[src/rtl/grid_parity_pkg.sv]
package grid_parity_pkg;

    // Width of one data character; the coded byte is one bit wider.
    parameter int GP_DATA_W = 7;

    typedef enum logic {
        GP_ENCODE = 1'b0,
        GP_CHECK  = 1'b1
    } gp_mode_e;

endpackage

[src/rtl/gp_row_parity.sv]
module gp_row_parity #(
    parameter int W = 8
) (
    input  logic [W-1:0] bits,
    output logic         odd
);

    // Reduction by chained XOR over the word; 1 means an odd count of ones.
    always_comb begin
        odd = 1'b0;
        for (int i = 0; i < W; i++) begin
            odd = odd ^ bits[i];
        end
    end

endmodule

[src/rtl/gp_col_accum.sv]
module gp_col_accum #(
    parameter int W = 8
) (
    input  logic         clk,
    input  logic         rst_n,
    input  logic         open_grp,
    input  logic         take,
    input  logic         close_grp,
    input  logic [W-1:0] din,
    output logic [W-1:0] base
);

    logic [W-1:0] acc_d, acc_q;

    // Running column parity seen by the current item: a group opener starts from zero.
    assign base = open_grp ? '0 : acc_q;

    always_comb begin
        acc_d = acc_q;
        if (close_grp) begin
            acc_d = '0;
        end else if (take) begin
            acc_d = base ^ din;
        end
    end

    always_ff @(posedge clk) begin
        if (!rst_n) begin
            acc_q <= '0;
        end else begin
            acc_q <= acc_d;
        end
    end

endmodule

[src/rtl/grid_parity_codec.sv]
module grid_parity_codec
    import grid_parity_pkg::*;
#(
    parameter int DATA_W = GP_DATA_W
) (
    input  logic              clk,
    input  logic              rst_n,
    input  logic              mode_check,
    input  logic              in_valid,
    output logic              in_ready,
    input  logic              in_sog,
    input  logic              in_eog,
    input  logic [DATA_W:0]   in_data,
    output logic              out_valid,
    output logic [DATA_W:0]   out_byte,
    output logic              out_chk,
    output logic              row_err,
    output logic              col_err
);

    localparam int BYTE_W = DATA_W + 1;

    typedef struct packed {
        logic              pend;
        logic [BYTE_W-1:0] pend_byte;
        logic              out_valid;
        logic [BYTE_W-1:0] out_byte;
        logic              out_chk;
        logic              row_err;
        logic              col_err;
    } state_t;

    state_t st_d, st_q;

    gp_mode_e          mode;
    logic              accept;
    logic              chr_odd;
    logic              rx_odd;
    logic [BYTE_W-1:0] enc_byte;
    logic [BYTE_W-1:0] acc_din;
    logic [BYTE_W-1:0] col_base;
    logic              acc_take;
    logic              acc_close;

    assign mode     = gp_mode_e'(mode_check);
    assign in_ready = (mode == GP_CHECK) || !st_q.pend;
    assign accept   = in_valid && in_ready;

    // Row parity of the bare character (encode) and of the whole received byte (check).
    gp_row_parity #(.W(DATA_W)) u_chr_par (
        .bits (in_data[DATA_W-1:0]),
        .odd  (chr_odd)
    );

    gp_row_parity #(.W(BYTE_W)) u_rx_par (
        .bits (in_data),
        .odd  (rx_odd)
    );

    assign enc_byte  = {chr_odd, in_data[DATA_W-1:0]};
    assign acc_din   = (mode == GP_CHECK) ? in_data : enc_byte;
    assign acc_take  = accept && !((mode == GP_CHECK) && in_eog);
    assign acc_close = accept && in_eog;

    gp_col_accum #(.W(BYTE_W)) u_cols (
        .clk       (clk),
        .rst_n     (rst_n),
        .open_grp  (in_sog),
        .take      (acc_take),
        .close_grp (acc_close),
        .din       (acc_din),
        .base      (col_base)
    );

    always_comb begin
        st_d           = st_q;
        st_d.out_valid = 1'b0;
        st_d.out_chk   = 1'b0;
        st_d.row_err   = 1'b0;
        st_d.col_err   = 1'b0;
        case (mode)
            GP_ENCODE: begin
                if (st_q.pend) begin
                    st_d.out_valid = 1'b1;
                    st_d.out_byte  = st_q.pend_byte;
                    st_d.out_chk   = 1'b1;
                    st_d.pend      = 1'b0;
                end else if (accept) begin
                    st_d.out_valid = 1'b1;
                    st_d.out_byte  = enc_byte;
                    if (in_eog) begin
                        // Column parity including this last byte; its top bit is
                        // automatically the even parity of the lower bits.
                        st_d.pend      = 1'b1;
                        st_d.pend_byte = col_base ^ enc_byte;
                    end
                end
            end
            default: begin
                st_d.pend = 1'b0;
                if (accept) begin
                    st_d.out_valid = 1'b1;
                    st_d.out_byte  = in_data;
                    st_d.row_err   = rx_odd;
                    if (in_eog) begin
                        st_d.out_chk = 1'b1;
                        st_d.col_err = (in_data != col_base);
                    end
                end
            end
        endcase
    end

    always_ff @(posedge clk) begin
        if (!rst_n) begin
            st_q <= '0;
        end else begin
            st_q <= st_d;
        end
    end

    assign out_valid = st_q.out_valid;
    assign out_byte  = st_q.out_byte;
    assign out_chk   = st_q.out_chk;
    assign row_err   = st_q.row_err;
    assign col_err   = st_q.col_err;

    AST_READY_DROP: assert property (@(posedge clk) disable iff (!rst_n)
        (!mode_check && in_valid && in_ready && in_eog) |=> !in_ready);

    AST_CHECK_BYTE_SLOT: assert property (@(posedge clk) disable iff (!rst_n)
        (!mode_check && in_valid && in_ready && in_eog) |=> ##1 (out_valid && out_chk));

    AST_ENC_EVEN: assert property (@(posedge clk) disable iff (!rst_n)
        (out_valid && !$past(mode_check)) |-> ($countones(out_byte) % 2 == 0));

    AST_COL_ON_CHECK: assert property (@(posedge clk) disable iff (!rst_n)
        col_err |-> (out_valid && out_chk));

    AST_ENC_QUIET: assert property (@(posedge clk) disable iff (!rst_n)
        !$past(mode_check) |-> !(row_err || col_err));

endmodule

[config.mk]
export PLATFORM = sky130hd
export DESIGN_NAME = grid_parity_codec
export DESIGN_NICKNAME = d
export VERILOG_FILES = /design/src/rtl/grid_parity_pkg.sv /design/src/rtl/gp_row_parity.sv /design/src/rtl/gp_col_accum.sv /design/src/rtl/grid_parity_codec.sv
export SDC_FILE = /design/constraint.sdc
export NUM_CORES = 1
export LEC_CHECK = 0
export ABC_AREA = 1
export BUFFER_PORTS_ARGS = -buffer_cell sky130_fd_sc_hd__buf_2
export CAP_MARGIN = 25
export CORE_MARGIN = 2
export CORE_UTILIZATION = 47
export CTS_CLUSTER_SIZE = 30
export DETAILED_ROUTE_END_ITERATION = 10
export PLACE_DENSITY_LB_ADDON = 0.1
export SETUP_SLACK_MARGIN = 0.02
export SYNTH_ARGS = -nofsm -noshare
export SYNTH_HDL_FRONTEND = slang
export SYNTH_HIERARCHICAL = 1
export SYNTH_SLANG_ARGS = --single-unit
[constraint.sdc]
create_clock -name clk -period 1.2 [get_ports clk]
set_input_delay 0.12 -clock clk [delete_from_list [all_inputs] [get_ports clk]]
set_output_delay 0.12 -clock clk [all_outputs]
set_load 0.03 [all_outputs]
==> results of run 1 <==
per-stage QoR:
step | cell area [um2] | hold WS, ns | TNS, ns | std cells | utilization
final | 2306 | 0.2075 | 0 | 419 | 0.5849
after floorplan | 1913 | 0.2473 | 0 | 327 | -
after global placement | 2132 | 0.4861 | -0.03998 | 407 | 0.5408
after detailed placement | 2132 | 0.4849 | -0.1363 | 407 | 0.5408
after CTS | 2262 | 0.1976 | 0 | 417 | 0.5738
after global routing | 2306 | 0.2114 | -0.5123 | 419 | 0.5849
per-layer routing:
layer	GRT usage	share of wire
met5	0	0
met4	0.06122	0.012
met3	0.05000	0.038
met2	0.3333	0.47
met1	0.2467	0.48
registers in the layout, summed over array words and instances (netlist names):
name	cells
col_err	1
out_byte	8
out_valid	1
out_chk	1
u_cols/acc_q	8
row_err	1
st_q	9
Yosys cell counts, drive strengths merged:
cell type | n | share of area
o21ai | 11 | 0.029
nand2 | 145 | 0.31
buf | 11 | 0.047
nor3b | 1 | 0.0066
nand3b | 1 | 0.0039
xor2 | 2 | 0.0092
inv | 72 | 0.14
nand3 | 12 | 0.037
a21oi | 3 | 0.0079
xnor2 | 1 | 0.0046
nor2 | 30 | 0.063
and2 | 7 | 0.023
nand4 | 1 | 0.011
clkbuf | 1 | 0.0020
dfxtp | 29 | 0.30
final timing paths:
path	startpoint	to	slack, ns
worst max-delay path	st_q[20]	u_cols/acc_q[3]	0.01
worst min-delay path	in_valid	out_byte[7]	0.21
worst min register to register	u_cols/acc_q[4]	u_cols/acc_q[4]	0.52
worst max register to register	st_q[20]	u_cols/acc_q[3]	0.01
cell type report:
type	instances	area (um2)	share of cell area
multi-input combinational	214	1003	0.4352
clock buffer	7	86.33	0.03744
tap	50	62.56	0.02713
sequential	29	584.3	0.2534
timing repair buffer	47	299.0	0.1297
inverter	72	270.3	0.1172
worst max-delay path: cells and delay by family, from the launching register on:
family | cells | cell delay [ns]
compound gates | 1 | 0.15
buf+inv | 2 | 0.21
flops | 1 | 0.36
simple gates | 6 | 0.36
where the power goes:
group | leakage [uW] | internal [uW] | switching [uW] | total (uW)
combinational | 0.00106 | 204 | 337 | 541
clock | 0.0000443 | 454 | 350 | 804
sequential | 0.000238 | 1010 | 20.7 | 1030
total | 0.00134 | 1670 | 707 | 2370
what timing repair did:
item | CTS | global route
setup buffers | 3 | 2
pin swaps | 2 | 2
endpoints found under the setup margin | 9 | 17
gates resized for setup | 6 | 12
hold buffers | 0 | 0
cells by family (layout without fill, tap and decap cells):
family                    Yosys count  in the layout  share of synthesized area
and+or+nand+nor                   197            197                     0.4534
buffers and inverters              84            126                     0.1912
AOI/OAI and AO/OA                  14             14                    0.03679
DFF                                29             29                     0.3049
xor gates and xnor gates            3              3                    0.01380
==> results.cfg, run 1 <==
[routing]
num_vias = 1785
firstDrtPassIters = 5
ant_nets = 0
drt-total-wl_mm = 4.053
wire_per_inst_um = 9.673
drc = 0
viasPerCell = 4.260
drt_iter0_drc = 74

[run_status]
status = completed

[floorplan]
rows = 23
die_h_um = 67.66
die_w_um = 67.66
start_util = 0.4830
die_area_um2 = 4577
io_pins = 27
core-area_um2 = 3943

[run]
drv_cap = 0

[worst_setup_path]
reg2regPathDepth = 9
critPathMostFrequentCell = nand2_1
cp-end-kind = register
required_ns = 1.37
worstPathMaxFanout = 6
slowest_delay_ns = 0.36
worstSetupPathType = register to register
cp.arrival_ns = 1.36
critPathLaunchType = register
worstPathCellList = nand2_4, nand2_4, a21oi_4, buf_6, nand2_1, inv_1, nand2_1, nand2_1, nor2_1
cp_slowest_cell = dfxtp_4

[place]
gp_congestion = 0.7663
io_buffers = 26
dp_slack_ns = -0.07518
detailed_place_hpwl_mm = 3.137

[clock_network]
path_clk_slew_ns = 0.06
cts_tree = built
clock_latency_ns = 0.28
cts_buffers = 5
root_buffer = clkbuf_8
htree_levels = 2
cts_sinks = 29
clockBufferDepth = 2

[timing]
period_needed_ns = 1.187
finalWorstSetupSlack_ns = 0.01281
finClkSkew_ns = 0.005537
slew_headroom = 0.8145
worst_slew_pin_slew_ns = 0.2782
rsz0062_at_grt = yes
finalCritPeriodShare = 0.9893
hold_violations = 0
final-max-slew-violation-count = 0
setup_viol = 0
fmaxAchievable_ghz = 0.8423

[power_and_ir_drop]
power.total_uw = 2373
vdd_drop_max_uv = 624.5
p_leak_uw = 0.001343
p_per_area_nw_per_um2 = 1029

[logic_synthesis]
ys_seq_area_frac = 0.3049
ys_ff_latch = 29
synth_fp_nets = 341
synth_area_um2 = 1904
syn_avg_cell_area_um2 = 5.824
yosysUniqueCellTypes = 23
synthCells = 327
ys_warn_count = 6

[hold_path]
hold_class = input port to register
hold_depth = 3

[finish]
mostFrequentLayoutCell = nand2_1
final_nets = 383
final_cell_mix = 130 x nand2_1, 65 x inv_1, 28 x dfxtp_1, 26 x buf_2, 25 x nor2_1
syn2layout_area_growth_pct = 21.09
drive_gt1_frac = 0.2331
nFillCells = 398
n_antenna_cell = 0

[global_routing]
grt_pass1_vias = 1509
grt_max_degree = 18
grt_usage = 0.1982
antenna_found_initial = 0
grt-ovfl-total = 0
grt_pass1_wl_mm = 6.665
No activity file was read; power rests on OpenSTA's default activity.
==> inputs of run 2 (changes only) <==
Settings changed: CORE_UTILIZATION 47 to 50.
==> run 2 against run 1 <==
Via count increased by 1.3%; first-iteration DRC count grew 81%; utilization up 3.3 points; global-route usage is 1.7 points higher; final area decreased by 1.9%; combinational power decreased by 5.2%.
==> results.cfg, run 2 (synthesis gave the netlist of run 1 again) <==
[finish]
seqCellArea_um2 = 581.8
drive_gt1_frac = 0.1978
syn2layout_area_growth_pct = 18.79
mostFrequentLayoutCell = nand2_1
n_antenna_cell = 0
largest_reg_flops = 9
nFillCells = 370
multiInputGateArea_um2 = 978.4
top_register = st_q
final_cell_mix = 135 x nand2_1, 68 x inv_1, 28 x dfxtp_1, 26 x nor2_1, 26 x buf_2
final_nets = 377
stdcell_count = 412

[worst_setup_path]
path_depth = 3
crit_family = flip-flops
critical_path.startpoint = st_q[20]
cp_slowest_cell = dfxtp_2
r2r_end = u_cols/acc_q[1]
r2r_slack_ns = 0.05
required_ns = 1.08
reg2regPathDepth = 9
cp.arrival_ns = 1.03
path_buf_inv = 2
cp-end-kind = output port
crit_end = in_ready
worstSetupPathType = register to output port
worstPathMaxFanout = 4
worstReg2RegStart = st_q[20]
slowest_delay_ns = 0.37
worstPathCellList = nand2_4, buf_4, buf_2
critPathLaunchType = register

[clock_network]
clockBufferDepth = 2
clock_latency_ns = 0.29
cts_tree = built
htree_levels = 2
cts_sinks = 29
cts_buffers = 5
root_buffer = clkbuf_8
path_clk_slew_ns = 0.06

[floorplan]
die_area_um2 = 4318
die_h_um = 65.72
core-area_um2 = 3661
io_pins = 27
rows = 22
die_w_um = 65.72
start_util = 0.5202

[routing]
drt_iter0_drc = 134
num_vias = 1809
ant_nets = 0
firstDrtPassIters = 4
wire_per_inst_um = 9.769
drc = 0
drt-total-wl_mm = 4.025
viasPerCell = 4.391

[global_routing]
grt_max_degree = 18
antenna_found_initial = 0
grt_pass1_vias = 1586
grt_usage = 0.2153
grt-ovfl-total = 0
grt_pass1_wl_mm = 7.010

[timing]
finalCritPeriodShare = 0.9589
final-max-slew-violation-count = 0
slew_headroom = 0.8083
rsz0062_at_grt = yes
period_needed_ns = 1.151
worst_slew_pin_slew_ns = 0.2876
fmaxAchievable_ghz = 0.8691
hold_slack_ns = 0.1891
hold_violations = 0
finClkSkew_ns = 0.006688
setup_viol = 0
finalWorstSetupSlack_ns = 0.04934

[power_and_ir_drop]
p_leak_uw = 0.001327
power.total_uw = 2609
p_per_area_nw_per_um2 = 1153
vdd_drop_max_uv = 958.0

[place]
dpl.cell_count = 404
dp_slack_ns = -0.09194
detailed_place_hpwl_mm = 3.137
io_buffers = 26
gp_congestion = 0.8118

[hold_path]
hold_class = input port to register

[run]
drv_cap = 0

[run_status]
status = completed
run 2: changes by cell type in the layout (fill, tap and decap cells not counted), sizes merged:
cell / before / now
buf: 47 / 41
bufinv: 0 / 1
run 2: stage by stage:
stage / TNS (ns) / utilization / instance area (um2)
floorplan: 0 / - / 1913
global placement: -0.03288 / 0.5830 / 2135
detailed placement: -0.1150 / 0.5830 / 2135
CTS: 0 / 0.6152 / 2252
global route: -0.3630 / 0.6179 / 2262
finish: 0 / 0.6179 / 2262
run 2: layer usage:
metal	part of all wire	track usage	up-vias
li1	-	-	1006
met1	0.46	0.2656	756
met2	0.47	0.3548	40
met3	0.062	0.06678	7
met4	0.013	0.07031	0
met5	0	0	-
run 2: final cells by class:
class                           count  area share
Clock buffer                        7     0.03816
Clock inverter                      1     0.01327
Multi-Input combinational cell    214      0.4325
Sequential cell                    29      0.2572
Inverter                           72      0.1195
Tap cell                           48     0.02655
Timing Repair Buffer               41      0.1128
run 2: worst min-delay path by stage:
stage | start | to | slack, ns | depth (start not counted)
finish | in_valid | out_byte[7] | 0.19 | 3
global route | rst_n | out_byte[4] | 0.21 | 3
CTS | in_valid | row_err | 0.18 | 3
detailed placement | in_valid | out_byte[7] | 0.48 | 3
global placement | in_data[3] | out_byte[3] | 0.49 | 5
floorplan | rst_n | st_q[12] | 0.25 | 1
run 2: worst min-delay path, delay by kind of cell:
kind                   cells  cell delay, ns
and+or+nand+nor            1            0.10
AOI/OAI and AO/OA          1            0.06
buffers and inverters      1            0.14
run 2: timing repair:
item                       4_1_cts  5_1_grt
buffers inserted                 0        0
hold buffers                     0        0
resized for setup                1        2
pin swaps                        0        0
setup endpoints to repair        7       19
run 2: power by group:
group	internal, uW	switching (uW)
clock	676	390
combinational	189	324
sequential	1010	20.9
total	1870	735
